<file path="config.mk">
export PLATFORM = sky130hd
export DESIGN_NAME = smram_window_decoder
export DESIGN_NICKNAME = d
export VERILOG_FILES = /design/src/rtl/smram_pkg.sv /design/src/rtl/smram_cfg_ctrl.sv /design/src/rtl/smram_decode_dp.sv /design/src/rtl/smram_window_decoder.sv
export SDC_FILE = /design/constraint.sdc
export NUM_CORES = 1
export LEC_CHECK = 0
export CAP_MARGIN = 20
export CORE_ASPECT_RATIO = 0.5
export CORE_MARGIN = 5
export CORE_UTILIZATION = 32
export DETAILED_ROUTE_END_ITERATION = 8
export DONT_BUFFER_PORTS = 1
export SYNTH_ARGS = -nofsm -noshare
export SYNTH_HDL_FRONTEND = slang
export SYNTH_HIERARCHICAL = 1
export SYNTH_SLANG_ARGS = --single-unit
</file>
<file path="constraint.sdc">
create_clock -name clk -period 1.6 [get_ports clk]
set_clock_uncertainty 0.1 [all_clocks]
set_input_delay 0.16 -clock clk [delete_from_list [all_inputs] [get_ports clk]]
set_output_delay 0.16 -clock clk [all_outputs]
set_load 0.02 [all_outputs]
</file>
<file path="src/rtl/smram_pkg.sv">
package smram_pkg;
  localparam int ADDR_W     = 32;
  localparam int CFG_W      = 8;
  localparam logic [ADDR_W-1:0] LOW_BASE  = 32'h000A_0000;
  localparam logic [ADDR_W-1:0] HIGH_BASE = 32'hFEDA_0000;
  localparam int WIN_BYTES  = 32'h0002_0000;
  localparam int WIN_SHIFT  = $clog2(WIN_BYTES);
  localparam logic [ADDR_W-1:0] REMAP_OFF = HIGH_BASE - LOW_BASE;

  // window-control register layout
  localparam int CTL_OPEN_BIT   = 6;
  localparam int CTL_CLOSE_BIT  = 5;
  localparam int CTL_GLOBAL_BIT = 3;
  localparam logic [CFG_W-1:0] CTL_WMASK = 8'h68;
  localparam logic [CFG_W-1:0] CTL_FIXED = 8'h02;
  // extended register layout
  localparam int EXT_HIGHSEL_BIT = 7;
  localparam logic [CFG_W-1:0] EXT_WMASK = 8'hFE;

  // enable strobes from control to datapath
  typedef struct packed {
    logic smmLow;
    logic smmHigh;
    logic normLow;
    logic normHigh;
  } win_en_t;
endpackage

</file>
<file path="src/rtl/smram_cfg_ctrl.sv">
module smram_cfg_ctrl
  import smram_pkg::*;
#(
  parameter int CFG_AW = 8,
  parameter logic [CFG_AW-1:0] CTL_OFFSET = 8'h9D,
  parameter logic [CFG_AW-1:0] EXT_OFFSET = 8'h9E
) (
  input  logic              clk,
  input  logic              rstN,
  input  logic              cfgWrEn,
  input  logic [CFG_AW-1:0] cfgAddr,
  input  logic [CFG_W-1:0]  cfgWrData,
  output logic [CFG_W-1:0]  cfgRdData,
  output win_en_t           winEn
);
  logic [CFG_W-1:0] ctlQ;
  logic [CFG_W-1:0] extQ;
  logic ctlSel, extSel;

  assign ctlSel = (cfgAddr == CTL_OFFSET);
  assign extSel = (cfgAddr == EXT_OFFSET);

  always_ff @(posedge clk or negedge rstN) begin
    if (!rstN) begin
      ctlQ <= '0;
      extQ <= '0;
    end else if (cfgWrEn) begin
      if (ctlSel) ctlQ <= cfgWrData & CTL_WMASK;
      if (extSel) extQ <= cfgWrData & EXT_WMASK;
    end
  end

  always_comb begin
    cfgRdData = '0;
    if (ctlSel)      cfgRdData = ctlQ | CTL_FIXED;
    else if (extSel) cfgRdData = extQ;
  end

  // All enables derive from registered state: one edge switches them together.
  logic openQ, globalQ, highSelQ;
  assign openQ    = ctlQ[CTL_OPEN_BIT];
  assign globalQ  = ctlQ[CTL_GLOBAL_BIT];
  assign highSelQ = extQ[EXT_HIGHSEL_BIT];

  always_comb begin
    winEn.normLow  = openQ & ~highSelQ;
    winEn.normHigh = openQ &  highSelQ;
    winEn.smmLow   = globalQ ? ~highSelQ : winEn.normLow;
    winEn.smmHigh  = globalQ ?  highSelQ : winEn.normHigh;
  end
endmodule

</file>
<file path="src/rtl/smram_decode_dp.sv">
module smram_decode_dp
  import smram_pkg::*;
(
  input  logic              clk,
  input  logic              rstN,
  input  win_en_t           winEn,
  input  logic              reqValid,
  input  logic [ADDR_W-1:0] reqAddr,
  input  logic              reqSmm,
  output logic              rspValid,
  output logic              rspDramHit,
  output logic [ADDR_W-1:0] rspDramAddr
);
  localparam int TAG_W = ADDR_W - WIN_SHIFT;
  localparam int NWIN  = 2;

  logic [NWIN-1:0] inWin;
  logic [NWIN-1:0] winOn;
  logic [ADDR_W-1:0] winBase [NWIN];

  assign winBase[0] = LOW_BASE;
  assign winBase[1] = HIGH_BASE;
  assign winOn[0]   = reqSmm ? winEn.smmLow  : winEn.normLow;
  assign winOn[1]   = reqSmm ? winEn.smmHigh : winEn.normHigh;

  for (genvar w = 0; w < NWIN; w++) begin : g_win
    assign inWin[w] = (reqAddr[ADDR_W-1:WIN_SHIFT] == winBase[w][ADDR_W-1:WIN_SHIFT]);
  end

  logic hitLow, hitHigh;
  logic [ADDR_W-1:0] nextAddr;
  assign hitLow   = inWin[0] & winOn[0];
  assign hitHigh  = inWin[1] & winOn[1];
  assign nextAddr = hitHigh ? (reqAddr - REMAP_OFF) : reqAddr;

  always_ff @(posedge clk or negedge rstN) begin
    if (!rstN) begin
      rspValid    <= 1'b0;
      rspDramHit  <= 1'b0;
      rspDramAddr <= '0;
    end else begin
      rspValid   <= reqValid;
      rspDramHit <= reqValid & (hitLow | hitHigh);
      if (reqValid) rspDramAddr <= nextAddr;
    end
  end
endmodule

</file>
<file path="src/rtl/smram_window_decoder.sv">
module smram_window_decoder
  import smram_pkg::*;
#(
  parameter int CFG_AW = 8,
  parameter logic [CFG_AW-1:0] CTL_OFFSET = 8'h9D,
  parameter logic [CFG_AW-1:0] EXT_OFFSET = 8'h9E
) (
  input  logic              clk,
  input  logic              rstN,
  input  logic              cfgWrEn,
  input  logic [CFG_AW-1:0] cfgAddr,
  input  logic [7:0]        cfgWrData,
  output logic [7:0]        cfgRdData,
  input  logic              reqValid,
  input  logic [31:0]       reqAddr,
  input  logic              reqSmm,
  output logic              rspValid,
  output logic              rspDramHit,
  output logic [31:0]       rspDramAddr
);
  win_en_t winEn;

  smram_cfg_ctrl #(
    .CFG_AW(CFG_AW), .CTL_OFFSET(CTL_OFFSET), .EXT_OFFSET(EXT_OFFSET)
  ) u_ctrl (
    .clk(clk), .rstN(rstN), .cfgWrEn(cfgWrEn), .cfgAddr(cfgAddr),
    .cfgWrData(cfgWrData), .cfgRdData(cfgRdData), .winEn(winEn)
  );

  smram_decode_dp u_dp (
    .clk(clk), .rstN(rstN), .winEn(winEn), .reqValid(reqValid),
    .reqAddr(reqAddr), .reqSmm(reqSmm), .rspValid(rspValid),
    .rspDramHit(rspDramHit), .rspDramAddr(rspDramAddr)
  );
endmodule

</file>
### After elaboration in Yosys (flattened, before gate mapping)

Cells that the tools add are included.

* $add $sub $neg: 1
* equal/unequal tests: 4
* mux-type cells: 7
* bitwise operators: 7
* reduce and logical (&&, ||, !) cells: 2

Operators with widths (count)
* $mux 32: 1
* $sub 32x32->32 const B: 1
* $eq 8x8->1 const B: 2
* $mux 8: 2
* $eq 15x15->1 const B: 1
* $eq 15x3->1 const B: 1
* $and 1x1->1: 5
* $mux 1: 4
* $reduce_and 2->1: 2
* $not 1->1: 1
* $or 1x1->1: 1

* register bits: 44
* input port bits: 53
* output and inout bits: 42
* word-level logic and storage cells: 26

### Depth between registers and ports, before layout

Gate-level depths: netlist of run 1.

* depth after elaboration: 7
* gate-level depth with buffers: 5
* depth with buffers taken out: 5

### By module

Netlist of run 1, hierarchy kept.

By module, submodules not included
* smram_decode_dp: instances 1, cells an instance 106, area each 1478.9 um^2, seq. area each 850.8 um^2
* smram_cfg_ctrl: instances 1, cells an instance 45, area each 538.0 um^2, seq. area each 250.2 um^2

### Worst setup path before layout of run 1

No wires, ideal clock.

* kind: register to register
* start point: register u_ctrl.ctlQ[6]
* end point: register u_dp.rspDramAddr[21]
* setup time: 0.092 ns
* arrival: 1.231 ns
* data required time: 1.408 ns
* path slack: 0.177 ns
* stages on the path, launching flop included: 6
* path buffers: 0
* clock period less this slack: 1.423 ns
* path through: dfrtp_1 -> nor2_1 -> nor2b_1 -> mux2i_1 -> or4_4 -> o31ai_2

RTL lines
* from (decl): line smram_cfg_ctrl.sv:16 `logic [CFG_W-1:0] ctlQ;`
* from (signal assigned): line smram_cfg_ctrl.sv:28 `if (ctlSel) ctlQ <= cfgWrData & CTL_WMASK;`
* to (signal assigned): line smram_decode_dp.sv:44 `if (reqValid) rspDramAddr <= nextAddr;`
* to (decl): line smram_decode_dp.sv:12 `output logic [ADDR_W-1:0] rspDramAddr`

==> results.yml, run 1 <==
place:
  numPortBuffers: 0
  dp_hpwl_mm: 3.360
  gp_congestion: 0.7232
global_routing:
  grt_pass1_vias: 1553
  grt_pass1_wl_mm: 7.914
  overflow: 0
  antenna_found_initial: 0
  grt_max_degree: 45
  track_usage: 0.1305
synth:
  synth-main-ff-cell: "dfrtp_1"
  syn_nets: 205
  netlist_area_sq_um: 2017
  yosysUniqueCellTypes: 34
  synthCells: 151
  yosys_warnings: 6
  avgSynthCellArea_sq_um: 13.36
  synth_edf_count: 0
  ys_ff_latch: 44
  seq_area_frac_synth: 0.5459
  async_flop_share: 1.000
worst_setup_path:
  required_ps: 1690
  r2r_end: "u_dp/rspDramAddr[21]"
  r2r-start: "u_ctrl/ctlQ[6]"
  worstSetupStartpoint: "u_ctrl/ctlQ[6]"
  crit_path_end_kind: "flip-flop"
  crit_end: "u_dp/rspDramAddr[21]"
  reg2reg_slack_ps: 20
  crit_chain: "nor2_2, nor2b_1, mux2i_2, or4_4, o31ai_4"
  cp-start-kind: "flip-flop"
  worst_path_max_delay_cell: "or4_4"
  rr_worst_depth: 5
  arrival_ps: 1660
  critPathMaxFanout: 4
  max_stage_delay_ps: 460
  crit_type: "reg -> reg"
routing:
  ant_nets: 0
  drc: 0
  num_vias: 1407
  drtIter0Drc: 56
  wl_per_cell_um: 17.61
  vias_per_cell: 4.885
  drt_first_pass_iters: 4
  wirelength_mm: 5.071
floorplanning:
  initial_core_util: 0.3317
  coreArea_sq_um: 6081
  num_rows: 20
  fp.dieW_um: 122.3
  die_y_um: 66.14
  die-area_sq_um: 8087
  io_pins: 95
cts:
  htree_levels: 2
  cts_tree: "done"
  clk_pin_slew_ps: 60
  clock_sinks: 44
  cts_buffers: 5
  cts.path.max_buffers: 2
  clock_latency_ps: 280
  cts_root_buf: "clkbuf_16"
hold_path:
  min_path_type: "in -> reg"
final_layout:
  antenna_cells: 0
  fillers: 562
  layout-drive-gt1-share: 0.2850
  final_nets: 253
  area_delta_synth_final_pct: 36.04
power_and_ir_drop:
  pwr-share-clk: 0.376
  power_frac_seq: 0.514
  ir_drop_uv: 408.0
  combPwrFrac: 0.110
  power_uw: 2690
  p_int_uw: 2003
  powerDensity_nw_per_um2: 980.5
  leakage_uw: 0.001184
  switching_share: 0.2555
  p_sw_uw: 687.4
timing:
  period_needed_ps: 1575
  fmax_mhz: 634.9
  fin_tns_setup_ps: 0
  drv_slew: 0
  rsz0062_at_grt: "true"
  hold_violations: 0
  post-route-period-util: 0.9844
  setup_viol: 0
run_status:
  outcome: "completed"
run:
  max-cap-violations: 0
[layout by cell type (no fill, tap or decap), types with 2 or more instances in the layout]
cell / count
dfrtp_1: 44
dlygate4sd3_1: 42
mux2_2: 31
mux2i_1: 12
a21oi_1: 11
nor2_1: 6
clkbuf_16: 5
buf_4: 4
a22oi_1: 3
nand2_1: 3
clkinv_2: 2
buf_12: 2
and4b_1: 2
and3_2: 2
nor2b_1: 2
and2_1: 2
and3_1: 2
nand3_1: 2
inv_1: 2
nor4_1: 2
[synth_stat cells (2+ instances only)]
cell      instances  area share
buf_2             3      0.0074
nor2_1            7       0.013
a22oi_1           3       0.011
and3_1            2      0.0062
dfrtp_1          44        0.55
nor2b_1           2      0.0062
buf_4             2      0.0074
nand3_1           2      0.0050
mux2_2           31        0.17
a21oi_1          11       0.027
nand2_1           3      0.0056
and3_2            2      0.0074
inv_1             2      0.0037
clkbuf_1          2      0.0037
and2_1            2      0.0062
nor4_1            2      0.0062
and4b_1           2      0.0099
mux2i_1          13       0.065
[cell families (layout without fill, tap and decap cells)]
family,after synthesis,after routing,share of synthesized area
and+or+nand+nor,35,35,0.1359
buffers and inverters,9,58,0.02233
DFF,44,44,0.5459
adders and majority gates,1,1,0.006202
muxes,44,44,0.2376
AOI/OAI and AO/OA,17,17,0.05024
other,1,1,0.001859
[registers in the layout, indices dropped and copies added, names as in the netlist]
register,flops
u_dp/rspDramAddr,32
u_ctrl/extQ,7
u_ctrl/ctlQ,3
u_dp/rspDramHit,1
u_dp/rspValid,1
[worst min path at each step]
stage | start | slack, ps | cells after the start | to
after floorplan | rstN | -240 | 0 | u_ctrl/ctlQ[3]
after global placement | rstN | -230 | 0 | u_dp/rspDramAddr[11]
after detailed placement | rstN | -230 | 0 | u_dp/rspDramAddr[11]
after CTS | reqAddr[31] | 0.6 | 3 | u_dp/rspDramHit
after global routing | reqValid | 3 | 1 | u_dp/rspValid
final | reqAddr[29] | 3 | 3 | u_dp/rspDramHit
[critical path, delay by kind of cell, from the launching register on]
kind	cells	cell delay [ps]
simple gates	3	670
mux	1	120
compound gates	1	180
flops	1	410
[power groups by stage]
stage | Clock (uW) | Sequential [uW] | Combinational (uW)
3_3_place_gp | 0 | 1400 | 142
5_1_grt | 1100 | 1390 | 325
2_1_floorplan | 0 | 1380 | 149
6_report | 1010 | 1380 | 296
4_1_cts | 1040 | 1380 | 289
3_5_place_dp | 0 | 1400 | 149
[layer usage]
metal  routed length (um)  share of wire  global-route usage  vias to the layer above
li1                     -              -                   -                      650
met1                 1895           0.37              0.1343                      697
met2                 2784           0.55              0.2461                       47
met3                  265          0.052             0.03333                       13
met4                  125          0.025             0.06974                        0
met5                    0              0                   0                        -
[metrics by stage]
| step | instance area (sq um) | cells | utilization | setup WS [ps] | hold WS [ps] |
|---|---|---|---|---|---|
| after floorplan | 2017 | 151 | - | 177.2 | -235.6 |
| after global placement | 2112 | 235 | 0.3473 | 77.29 | -234.6 |
| after detailed placement | 2112 | 235 | 0.3473 | 26.44 | -234.7 |
| after CTS | 2729 | 288 | 0.4488 | 20.57 | 0.6052 |
| after global routing | 2744 | 288 | 0.4512 | -28.33 | 3.003 |
| final | 2744 | 288 | 0.4512 | 24.88 | 2.595 |
[cell type report]
type	count	area, sq um	share of cell area
clock inverters	2	10.01	0.003648
clock buffers	6	138.9	0.05062
well taps	88	110.1	0.04013
flip-flops and latches	44	1101	0.4013
repair buffers	48	490.5	0.1788
inverters	2	7.507	0.002736
multi-input cells	98	885.9	0.3228
[what timing repair did]
| item | 4_1_cts | 5_1_grt |
|---|---|---|
| buffers inserted | 1 | 0 |
| gates resized for setup | 0 | 3 |
| hold buffers | 44 | 0 |
| endpoints found under the hold margin | 88 | 0 |
| setup endpoints to repair | 1 | 5 |
Power figures use the tool's default switching activity.
==> inputs of run 2 (changes only) <==
==> constraint.sdc (replaced) <==
create_clock -name clk -period 1.6 [get_ports clk]
set_clock_uncertainty 0.1 [all_clocks]
set_input_delay 0 -clock clk [delete_from_list [all_inputs] [get_ports clk]]
set_output_delay 0 -clock clk [all_outputs]
set_load 0.02 [all_outputs]
==> results.yml, run 2 (synthesized netlist as in run 1, its figures left out) <==
run_status:
  outcome: "completed"
power_and_ir_drop:
  ir_drop_uv: 443.7
  leakage_uw: 0.001255
  powerDensity_nw_per_um2: 993.4
  power_uw: 2844
cts:
  clk_pin_slew_ps: 60
  cts.path.max_buffers: 2
  clock_latency_ps: 280
  cts_root_buf: "clkbuf_16"
  cts_tree: "done"
  cts_buffers: 5
  clock_sinks: 44
  htree_levels: 2
place:
  numPortBuffers: 0
  dp_hpwl_mm: 3.352
  gp_congestion: 0.6938
  pre_cts_ws_ps: 42.37
  place_inst: 233
  post_dp_cell_area_sq_um: 2097
run:
  max-cap-violations: 0
final_layout:
  area_delta_synth_final_pct: 41.94
  design_area_sq_um: 2863
  top_register: "u_dp/rspDramAddr"
  antenna_cells: 0
  mostFrequentLayoutCells: "dlygate4sd3_1, dfrtp_1, mux2_2, mux2i_1, a21oi_1"
  final_common_cell: "dlygate4sd3_1"
  largest_register_ffs: 32
  final_nets: 262
  layout-drive-gt1-share: 0.2775
  largestRegisters: "u_dp/rspDramAddr: 32 flops, u_ctrl/extQ: 7 flops, u_ctrl/ctlQ: 3 flops"
  final_cells: 297
worst_setup_path:
  crit_path_end_kind: "flip-flop"
  crit_chain: "nor2_1, nor2b_1, mux2i_2, or4_4, o31ai_2"
  required_ps: 1690
  critPathMaxFanout: 4
  max_stage_delay_ps: 450
  crit_family: "simple AND/OR/NAND/NOR gates"
  arrival_ps: 1630
  worst_path_max_delay_cell: "or4_4"
  cp-start-kind: "flip-flop"
  worstPathBufferInverterCount: 0
  crit_type: "reg -> reg"
global_routing:
  met2_usage: 0.2351
  gr-max-usage-layer: "met2"
  grt_pass1_vias: 1597
  antenna_found_initial: 0
  grt_max_degree: 45
  track_usage: 0.1298
  grt_pass1_wl_mm: 8.266
  met1_usage: 0.1537
  gr-usage-met3: 0.03248
  overflow: 0
routing:
  wirelength_mm: 4.997
  num_vias: 1416
  ant_nets: 0
  drc: 0
  drt_first_pass_iters: 4
  wl_per_cell_um: 16.82
  drtIter0Drc: 82
  vias_per_cell: 4.768
timing:
  period_needed_ps: 1539
  rsz0062_at_grt: "true"
  post-route-period-util: 0.9620
  hold_violations: 0
  drv_slew: 0
  fmax_mhz: 649.7
  layout_setup_ws_ps: 60.75
  hold_slack_ps: 85.13
  setup_viol: 0
floorplanning:
  num_rows: 20
  die-area_sq_um: 8087
  die_y_um: 66.14
  fp.dieW_um: 122.3
  coreArea_sq_um: 6081
  io_pins: 95
  initial_core_util: 0.3317
hold_path:
  min_path_type: "in -> reg"
[run 2: stage by stage]
| step | setup TNS, ps | utilization |
|---|---|---|
| 6_report | 0 | 0.4708 |
| 5_1_grt | -56.77 | 0.4708 |
| 4_1_cts | 0 | 0.4642 |
| 3_5_place_dp | 0 | 0.3449 |
| 3_3_place_gp | 0 | 0.3449 |
| 2_1_floorplan | 0 | - |
[run 2: final cells by class]
cell class	instances	area, sq um
Clock inverter	3	42.54
Timing Repair Buffer	57	588.1
Fill cell	560	3218
Inverter	2	7.507
Multi-Input combinational cell	98	888.4
Sequential cell	44	1101
Tap cell	88	110.1
Clock buffer	5	125.1
[run 2: power by group]
part	total [uW]	switching [uW]	leakage, uW	internal (uW)
sequential	1380	172	0.000538	1210
combinational	318	128	0.000637	190
clock	1150	414	0.0000798	733
[run 2: tightest hold or removal path, cell delays in order]
cell      delay (ps)
nand2b_1          80
and3_1           250
a21oi_1           90
[run 2: timing repair]
item | in CTS | in global routing
endpoints found under the setup margin | 0 | 17
setup buffers | 0 | 4
hold endpoints to repair | 88 | 0
gates resized for setup | 0 | 4
hold buffers | 53 | 0
[run 2: worst paths after layout]
check | depth (start not counted) | from | slack, ps | endpoint
max | 5 | u_ctrl/ctlQ[6] | 60 | u_dp/rspDramAddr[21]
min | 3 | reqAddr[24] | 90 | u_dp/rspDramAddr[28]
max reg2reg | 5 | u_ctrl/ctlQ[6] | 60 | u_dp/rspDramAddr[21]
min reg2reg | 1 | u_ctrl/extQ[3] | 410 | u_ctrl/extQ[3]
max in group asynchronous | 2 | rstN | 1050 | u_dp/rspDramAddr[8]
min in group asynchronous | 2 | rstN | 140 | u_dp/rspDramAddr[20]
[run 2: layer usage]
| metal | vias up | share of wire |
|---|---|---|
| met1 | 713 | 0.39 |
| met2 | 38 | 0.54 |
| met5 | - | 0 |
| met4 | 0 | 0.0068 |
| li1 | 663 | - |
| met3 | 2 | 0.054 |
